==> src/rtl/acc_interlock_pkg.sv <==
package acc_interlock_pkg;

   localparam int ACC_IDX_MAX = 3;

   localparam int KIND_ACC_RD = 0;
   localparam int KIND_STATUS = 1;
   localparam int KIND_MOVE   = 2;
   localparam int KIND_LOGIC  = 3;
   localparam int KIND_N      = 4;

   typedef enum logic [1:0] {
      PART_EXT  = 2'd0,
      PART_HIGH = 2'd1,
      PART_LOW  = 2'd2,
      PART_FULL = 2'd3
   } acc_part_e;

   // one issued slot as remembered by the history
   typedef struct packed {
      logic                   alu_wr;
      logic [ACC_IDX_MAX-1:0] alu_acc;
      logic                   mv_wr;
      logic [ACC_IDX_MAX-1:0] mv_acc;
      logic                   flag_upd;
      logic                   stall_bub;
   } slot_t;

endpackage

==> src/rtl/acc_interlock_hist.sv <==
module acc_interlock_hist
   import acc_interlock_pkg::*;
(
   input  logic  clk,
   input  logic  rst_n,
   input  logic  hold,
   input  slot_t push_slot,
   output slot_t h1_q,
   output logic  h2_flag_q
);

   slot_t bubble;

   always_comb begin
      bubble           = '0;
      bubble.stall_bub = 1'b1;
   end

   always_ff @(posedge clk) begin
      if (!rst_n) begin
         h1_q      <= '0;
         h2_flag_q <= 1'b0;
      end else begin
         h2_flag_q <= h1_q.flag_upd;
         h1_q      <= hold ? bubble : push_slot;
      end
   end

   // a held cycle leaves a bubble that writes nothing
   p_bubble_empty_r7: assert property (@(posedge clk) disable iff (!rst_n)
      hold |=> (h1_q.stall_bub && !h1_q.alu_wr && !h1_q.mv_wr && !h1_q.flag_upd));

endmodule

==> src/rtl/acc_interlock_cmp.sv <==
module acc_interlock_cmp
   import acc_interlock_pkg::*;
#(
   parameter bit LOGIC_CHECK = 1'b1
) (
   input  logic                   cur_valid,
   input  logic                   cur_alu_wr,
   input  logic [ACC_IDX_MAX-1:0] cur_alu_acc,
   input  logic                   cur_rd_en,
   input  logic [ACC_IDX_MAX-1:0] cur_rd_acc,
   input  logic                   cur_wr_en,
   input  logic [ACC_IDX_MAX-1:0] cur_wr_acc,
   input  logic [1:0]             cur_wr_part,
   input  logic                   cur_sr_rd,
   input  logic                   cur_logic24,
   input  slot_t                  prev1,
   input  logic                   prev2_flag,
   output logic [KIND_N-1:0]      kind,
   output logic [1:0]             need
);

   logic acc_rd_hit, sr_near, sr_far, mv_hit, logic_hit;

   assign acc_rd_hit = cur_valid && cur_rd_en && prev1.alu_wr &&
                       (prev1.alu_acc == cur_rd_acc);
   assign sr_near    = cur_valid && cur_sr_rd && prev1.flag_upd;
   assign sr_far     = cur_valid && cur_sr_rd && prev2_flag && !sr_near;
   assign mv_hit     = cur_valid && cur_rd_en && prev1.mv_wr &&
                       (prev1.mv_acc == cur_rd_acc);

   generate
      if (LOGIC_CHECK) begin : g_logic_chk
         // suppressed once the one idle slot has been spent
         assign logic_hit = cur_valid && cur_logic24 && cur_alu_wr && cur_wr_en &&
                            (cur_wr_acc == cur_alu_acc) && !prev1.stall_bub &&
                            (cur_wr_part == PART_EXT || cur_wr_part == PART_LOW);
      end else begin : g_logic_off
         assign logic_hit = 1'b0;
      end
   endgenerate

   always_comb begin
      kind              = '0;
      kind[KIND_ACC_RD] = acc_rd_hit;
      kind[KIND_STATUS] = sr_near | sr_far;
      kind[KIND_MOVE]   = mv_hit;
      kind[KIND_LOGIC]  = logic_hit;
      if (sr_near)
         need = 2'd2;
      else if (sr_far || acc_rd_hit || mv_hit || logic_hit)
         need = 2'd1;
      else
         need = 2'd0;
   end

endmodule

==> src/rtl/acc_interlock.sv <==
module acc_interlock
   import acc_interlock_pkg::*;
#(
   parameter int ACC_COUNT   = 2,
   parameter bit LOGIC_CHECK = 1'b1,
   localparam int ACC_IDX_W  = (ACC_COUNT > 1) ? $clog2(ACC_COUNT) : 1
) (
   input  logic                 clk,
   input  logic                 rst_n,
   input  logic                 in_valid,
   input  logic                 alu_wr_en,
   input  logic [ACC_IDX_W-1:0] alu_wr_acc,
   input  logic                 mv_rd_en,
   input  logic [ACC_IDX_W-1:0] mv_rd_acc,
   input  logic [1:0]           mv_rd_part,
   input  logic                 mv_wr_en,
   input  logic [ACC_IDX_W-1:0] mv_wr_acc,
   input  logic [1:0]           mv_wr_part,
   input  logic                 sr_rd,
   input  logic                 flag_upd,
   input  logic                 logic24,
   output logic [1:0]           stall_cycles,
   output logic                 issue_hold,
   output logic [3:0]           hazard_kind
);

   generate
      if (ACC_COUNT < 2 || ACC_IDX_W > ACC_IDX_MAX) begin : g_bad_cfg
         $error("acc_interlock: ACC_COUNT out of range");
      end
   endgenerate

   logic [ACC_IDX_MAX-1:0] alu_acc_x, rd_acc_x, wr_acc_x;
   slot_t                  cur_slot, h1;
   logic                   h2_flag;
   logic [1:0]             need;
   logic [KIND_N-1:0]      kind;

   assign alu_acc_x = ACC_IDX_MAX'(alu_wr_acc);
   assign rd_acc_x  = ACC_IDX_MAX'(mv_rd_acc);
   assign wr_acc_x  = ACC_IDX_MAX'(mv_wr_acc);

   always_comb begin
      cur_slot           = '0;
      cur_slot.alu_wr    = in_valid & alu_wr_en;
      cur_slot.alu_acc   = alu_acc_x;
      cur_slot.mv_wr     = in_valid & mv_wr_en;
      cur_slot.mv_acc    = wr_acc_x;
      // a full-accumulator read also moves the scale/limit flags
      cur_slot.flag_upd  = in_valid & (flag_upd | (mv_rd_en & (mv_rd_part == PART_FULL)));
      cur_slot.stall_bub = 1'b0;
   end

   acc_interlock_cmp #(.LOGIC_CHECK(LOGIC_CHECK)) u_cmp (
      .cur_valid   (in_valid),
      .cur_alu_wr  (alu_wr_en),
      .cur_alu_acc (alu_acc_x),
      .cur_rd_en   (mv_rd_en),
      .cur_rd_acc  (rd_acc_x),
      .cur_wr_en   (mv_wr_en),
      .cur_wr_acc  (wr_acc_x),
      .cur_wr_part (mv_wr_part),
      .cur_sr_rd   (sr_rd),
      .cur_logic24 (logic24),
      .prev1       (h1),
      .prev2_flag  (h2_flag),
      .kind        (kind),
      .need        (need)
   );

   acc_interlock_hist u_hist (
      .clk       (clk),
      .rst_n     (rst_n),
      .hold      (issue_hold),
      .push_slot (cur_slot),
      .h1_q      (h1),
      .h2_flag_q (h2_flag)
   );

   assign stall_cycles = need;
   assign issue_hold   = (need != 2'd0);
   assign hazard_kind  = kind;

   p_acc_rd_once_r2: assert property (@(posedge clk) disable iff (!rst_n)
      hazard_kind[KIND_ACC_RD] |=> !hazard_kind[KIND_ACC_RD]);

   p_status_far_r3: assert property (@(posedge clk) disable iff (!rst_n)
      (stall_cycles == 2'd2) |=> h2_flag);

   p_move_once_r4: assert property (@(posedge clk) disable iff (!rst_n)
      hazard_kind[KIND_MOVE] |=> !hazard_kind[KIND_MOVE]);

   p_logic_once_r5: assert property (@(posedge clk) disable iff (!rst_n)
      hazard_kind[KIND_LOGIC] |=> !hazard_kind[KIND_LOGIC]);

   p_full_read_flags_r6: assert property (@(posedge clk) disable iff (!rst_n)
      (in_valid && !issue_hold && mv_rd_en && mv_rd_part == PART_FULL) |=> h1.flag_upd);

endmodule

==> config.mk <==
export PLATFORM = sky130hd
export DESIGN_NAME = acc_interlock
export DESIGN_NICKNAME = d
export VERILOG_FILES = /design/src/rtl/acc_interlock_pkg.sv /design/src/rtl/acc_interlock_hist.sv /design/src/rtl/acc_interlock_cmp.sv /design/src/rtl/acc_interlock.sv
export SDC_FILE = /design/constraint.sdc
export NUM_CORES = 1
export LEC_CHECK = 0
export BUFFER_PORTS_ARGS = -buffer_cell sky130_fd_sc_hd__buf_2
export CORE_AREA = 2 2 39 41
export DETAILED_ROUTE_END_ITERATION = 10
export DIE_AREA = 0 0 41 43
export GPL_ROUTABILITY_DRIVEN = 0
export GPL_TIMING_DRIVEN = 0
export PLACE_DENSITY = 0.61
export SYNTH_ARGS = -nofsm -noshare
export SYNTH_HDL_FRONTEND = slang
export SYNTH_SLANG_ARGS = --single-unit
==> constraint.sdc <==
create_clock -name clk -period 3.25 [get_ports clk]
set_clock_uncertainty 0.15 [all_clocks]
set_input_delay 0.4875 -clock clk [delete_from_list [all_inputs] [get_ports clk]]
set_output_delay 0.4875 -clock clk [all_outputs]
set_load 0.02 [all_outputs]
======== After elaboration in Yosys (flattened, before gate mapping) ========
Index checks and enable logic that the tools add are counted.
Widths: inputs -> output; s select.
cells by class
  eq/ne operators ......................... 5
  muxes and demuxes ....................... 3
  bitwise logic cells ..................... 7
  reduce and logical (&&, ||, !) cells .... 24
operators with widths
  operator            number
  $logic_and 1x1->1   15
  $eq 3x1->1          2
  $and 1x1->1         4
  $eq 2x2->1 const B  2
  $logic_or 1x1->1    4
  $logic_not 1->1     2
  $logic_not 2->1     1
  $mux 1              2
  $mux 2              1
  $or 1x1->1          2
  $reduce_bool 2->1   1
  $reduce_or 2->1     1
  $eq 1x1->1          1
  $not 1->1           1
storage, ports and cells
  register bits after elaboration ......... 11
  input bits .............................. 16
  output and inout port bits .............. 7

======== Logic depth before layout (Yosys ltp) ========
  word-level depth ........................ 11
  gate-level depth with buffers ........... 3

======== Hierarchy ========
From an unflattened synthesis, not the netlist that was laid out.
second synthesis, totals
  cell total of the unflattened synthesis .. 53
  area, all modules ....................... 553.0 um^2
by module, submodules not included
  module              times used  cells each  area each (um^2)  sequential area each (um^2)
  acc_interlock_hist  1           23          320.3             220.2
  acc_interlock_cmp   1           24          197.7             0.0
  acc_interlock       1           6           35.0              0.0

======== Worst setup path after synthesis ========
No wires, ideal clock.
  path kind ............................... input port to output port
  start point ............................. input mv_rd_en
  end point ............................... output issue_hold
  arrival ................................. 1.371 ns
  data required time ...................... 2.612 ns
  path slack .............................. 1.242 ns
  stages on the path ...................... 3
  buffers on the path ..................... 0
  cells stage by stage .................... and3_1 > a22o_4 > or3_1
between the ends
  cells in the longest elaborated chain, start to end .. 9
  elaborated cells between the ends (all ways) .. 11
RTL lines
  element                           line                                              source
  start: declaration                acc_interlock.sv:13                               input logic mv_rd_en,
  $logic_and 1x1->1 *               acc_interlock_cmp.sv:24, acc_interlock_cmp.sv:28
  $logic_and 1x1->1 (2 in series)   acc_interlock_cmp.sv:24                           assign acc_rd_hit = cur_valid && cur_rd_en && prev1.alu_wr &&
  $logic_or 1x1->1                  acc_interlock_cmp.sv:50                           else if (sr_far || acc_rd_hit || mv_hit || logic_hit)
  $logic_or 1x1->1 * (2 in series)  acc_interlock_cmp.sv:50
  $mux 1 *                          acc_interlock_cmp.sv:50
  $mux 2 *                          acc_interlock_cmp.sv:48                           if (sr_near)
  $reduce_bool 2->1 *               acc_interlock.sv:81                               assign issue_hold = (need != 2'd0);
  end: declaration                  acc_interlock.sv:23                               output logic issue_hold,
Mark *: on every way between the ends. The rest lies on a longest branch, timed or not.

======== Final worst setup path ========
  start point ............................. input alu_wr_acc
  end point ............................... output stall_cycles[0]
between the ends
  cells in the longest elaborated chain, start to end .. 7
RTL lines
  element                          line                     source
  start: declaration               acc_interlock.sv:12      input logic [ACC_IDX_W-1:0] alu_wr_acc,
  $eq 1x1->1                       acc_interlock_cmp.sv:35  (cur_wr_acc == cur_alu_acc) && !prev1.stall_bub &&
  $logic_and 1x1->1                acc_interlock_cmp.sv:34  assign logic_hit = cur_valid && cur_logic24 && cur_alu_wr && cur_wr_en &&
  $logic_and 1x1->1 (2 in series)  acc_interlock_cmp.sv:35
  named net u_cmp.logic_hit        acc_interlock_cmp.sv:22  logic acc_rd_hit, sr_near, sr_far, mv_hit, logic_hit;
  $logic_or 1x1->1                 acc_interlock_cmp.sv:50
  $mux 1                           acc_interlock_cmp.sv:50
  $mux 2                           acc_interlock_cmp.sv:48
  end: declaration                 acc_interlock.sv:22      output logic [1:0] stall_cycles,
The timed path passes the listed nets, and every way through them passes these cells.

==> impl_metrics.csv <==
group,metric,value,unit
logic_synthesis,yosysUniqueCellTypes,21,
global_route,grt_usage,11.00,%
final_layout,nFillCells,160,
logic_synthesis,syn_inst,38,
cts,cts.sinks,7,
global_route,antenna_found_initial,0,
global_route,grt_pass1_vias,308,
final_layout,drive_above_1_share,53.97,%
setup_path,cpPeakStageDelay,0.45,ns
setup_path,critical_path.most_common_cell,"buf_2",
floorplanning,die_w,41,um
power_and_ir_drop,leakagePower,0.0002854,uW
global_route,overflow,0,
place,io_buffers,21,
logic_synthesis,ys_seq_area_share,36.48,%
routing,totalWireLength,749,um
timing,rsz0062_at_grt,"false",
hold_path,hold_class,"in -> reg",
timing,fmax,448.8,MHz
logic_synthesis,yosysWarnings,0,
power_and_ir_drop,ir_drop,0.3252,mV
logic_synthesis,syn_area,384.1,um^2
logic_synthesis,synth_fp_nets,54,
cts,clockBufferDepth,2,
cts,cts-hold-fix-buffers,0,
timing,tns,0,ns
cts,post_cts_resized,0,
logic_synthesis,avgSynthCellArea,10.11,um^2
cts,numCtsBuffers,3,
timing,tightestPinTransition,0.4839,ns
cts,cts_tree,"done",
cts,cts_root_buf,"clkbuf_4",
final_layout,syn2layout_area_growth,39.41,%
routing,drt_iter0_markers,6,
setup_path,worstPathRequired,2.61,ns
setup_path,arrival,1.59,ns
floorplanning,die_h,43,um
power_and_ir_drop,power_frac_clock,38.1,%
final_layout,fin_area,535.5,um^2
routing,routedWlPerCell,9.481,um
global_route,grt_start_max_net_pins,10,
setup_path,critPathMaxFanout,9,
floorplanning,start_util,27.76,%
timing,period_share,68.56,%
cts,clock_latency,0.25,ns
timing,slew_violations,0,
cts,clkTransAtPathRegs,0.05,ns
flow_run,cap_viol_max_count,0,
setup_path,critPathLaunchType,"input port",
setup_path,cp_cell_sequence,"buf_2 > xor2_1 > nor4_4 > o31a_2 > buf_2",
final_layout,nNetsFinal,80,
power_and_ir_drop,p_total,201.3,uW
timing,setup_viol_count_final,0,
timing,min_period,2.228,ns
timing,max_slew_margin,67.50,%
floorplanning,rows,14,
place,dp_hpwl,615.7,um
setup_path,worst-r2r-setup-slack,1.90,ns
place,dpl-instance-area,509.2,um^2
routing,routed_via_density,4.671,
power_and_ir_drop,pwr-share-seq,45.6,%
routing,num_vias,369,
final_layout,diodes,0,
status,status,"finished, final reports clean",
floorplanning,design.portCount,23,
setup_path,endpoint_kind,"output port",
power_and_ir_drop,pwr-share-comb,16.3,%
setup_path,cpMaxStageDelayCell,"nor4_4",
timing,whs,0.3277,ns
floorplanning,dieArea,0.001763,mm^2
timing,finalHoldViolCount,0,
cts,htreeDepth,1,
final_layout,utilization,38.70,%
power_and_ir_drop,p_per_area,375.9,mW/mm^2
routing,drt.antenna.violating_nets,0,
power_and_ir_drop,p_int,153.1,uW
floorplanning,core_area,0.001384,mm^2
global_route,grt_pass1_wl,1242,um
power_and_ir_drop,p_sw_share,23.98,%
cts,cts_setup_buffers,0,
power_and_ir_drop,p_sw,48.27,uW
routing,drc,0,
routing,dr.pass1.iters,2,
setup_path,crit_type,"in -> out",
logic_synthesis,ys_ff_latch,7,
-- power by group through the flow --
| stage | clock network [uW] | registers (uW) | logic [uW] |
|---|---|---|---|
| floorplan | 0 | 93.3 | 17.6 |
| global placement | 0 | 93.6 | 32.5 |
| detailed placement | 0 | 93.6 | 33.0 |
| CTS | 80.3 | 91.8 | 33.1 |
| global route | 85.0 | 92.1 | 36.5 |
| finish | 76.7 | 91.9 | 32.7 |
-- worst max-delay path: cells and delay by family --
family	cells	cell delay (ns)
and+or+nand+nor	1	0.45
buffers and inverters	2	0.26
AOI/OAI and AO/OA	1	0.21
xor gates and xnor gates	1	0.18
-- placed cells by master (no fill, tap or decap), types with 2 or more instances in the layout --
| master | instances |
|---|---|
| buf_2 | 21 |
| dfxtp_1 | 7 |
| buf_4 | 4 |
| nor4_1 | 3 |
| clkbuf_4 | 3 |
| xnor2_1 | 2 |
| and3_1 | 2 |
| and2_1 | 2 |
| o31a_2 | 2 |
| nand2_1 | 2 |
| nor4b_1 | 2 |
-- per-layer routing --
| layer | wire length [um] | global-route usage (%) | vias to the layer above |
|---|---|---|---|
| met1 | 308 | 12.42 | 163 |
| met3 | 51 | 6.283 | 2 |
| met2 | 378 | 15.63 | 12 |
| met5 | 0 | 0 | - |
| met4 | 10 | 6.000 | 0 |
| li1 | - | - | 192 |
-- logic make-up (layout without fill, tap and decap cells) --
kind of cell    Yosys count  in the layout  synth area share (%)
compound gates            5              5                 14.01
flops                     7              7                 36.48
buf+inv                   5             30                 8.794
simple gates             18             18                 33.88
xor+xnor                  3              3                 6.842
-- through the flow --
stage	worst slack, ns	cells
final	1.022	79
after CTS	1.011	79
after floorplan	1.242	38
after global routing	0.9376	79
after detailed placement	1.009	75
after global placement	1.024	75
-- final timing paths --
kind,startpoint,end,cells after the start
worst max register to register,u_hist.h1_q[9],u_hist.h1_q[0],3
worst min register to register,u_hist.h1_q[1],u_hist.h2_flag_q,1
worst min-delay path,mv_wr_acc,u_hist.h1_q[2],3
worst max-delay path,alu_wr_acc,stall_cycles[0],5
-- state kept, by name, summed over array words and instances (netlist names) --
register,count
u_hist.h2_flag_q,1
u_hist.h1_q,6
-- cell type report --
cell class	count	area [um^2]	share of cell area [%]
well taps	16	20.02	3.738
multi-input cells	26	210.2	39.25
flip-flops and latches	7	140.1	26.17
repair buffers	21	105.1	19.63
inverters	1	3.754	0.7009
plain buffers	4	30.03	5.607
clock buffers	4	26.28	4.907
-- cells in the mapped netlist --
library cell / number / area (um^2)
inv_1: 1 / 3.750
and2_1: 2 / 12.51
xnor2_1: 2 / 17.52
nor4b_1: 2 / 17.52
nand4_1: 1 / 6.260
a22o_4: 1 / 17.52
nor4_1: 3 / 18.77
and2_2: 1 / 7.510
nor4_4: 1 / 21.27
o211a_1: 1 / 10.01
and3_1: 2 / 12.51
or3_1: 1 / 6.260
buf_4: 4 / 30.03
nand3b_1: 1 / 7.510
and3_2: 1 / 7.510
dfxtp_1: 7 / 140.1
nand3_1: 1 / 5.000
o31a_2: 2 / 20.02
nand2_1: 2 / 7.510
xor2_1: 1 / 8.760
a31oi_1: 1 / 6.260
(Power assumes the default switching activity.)
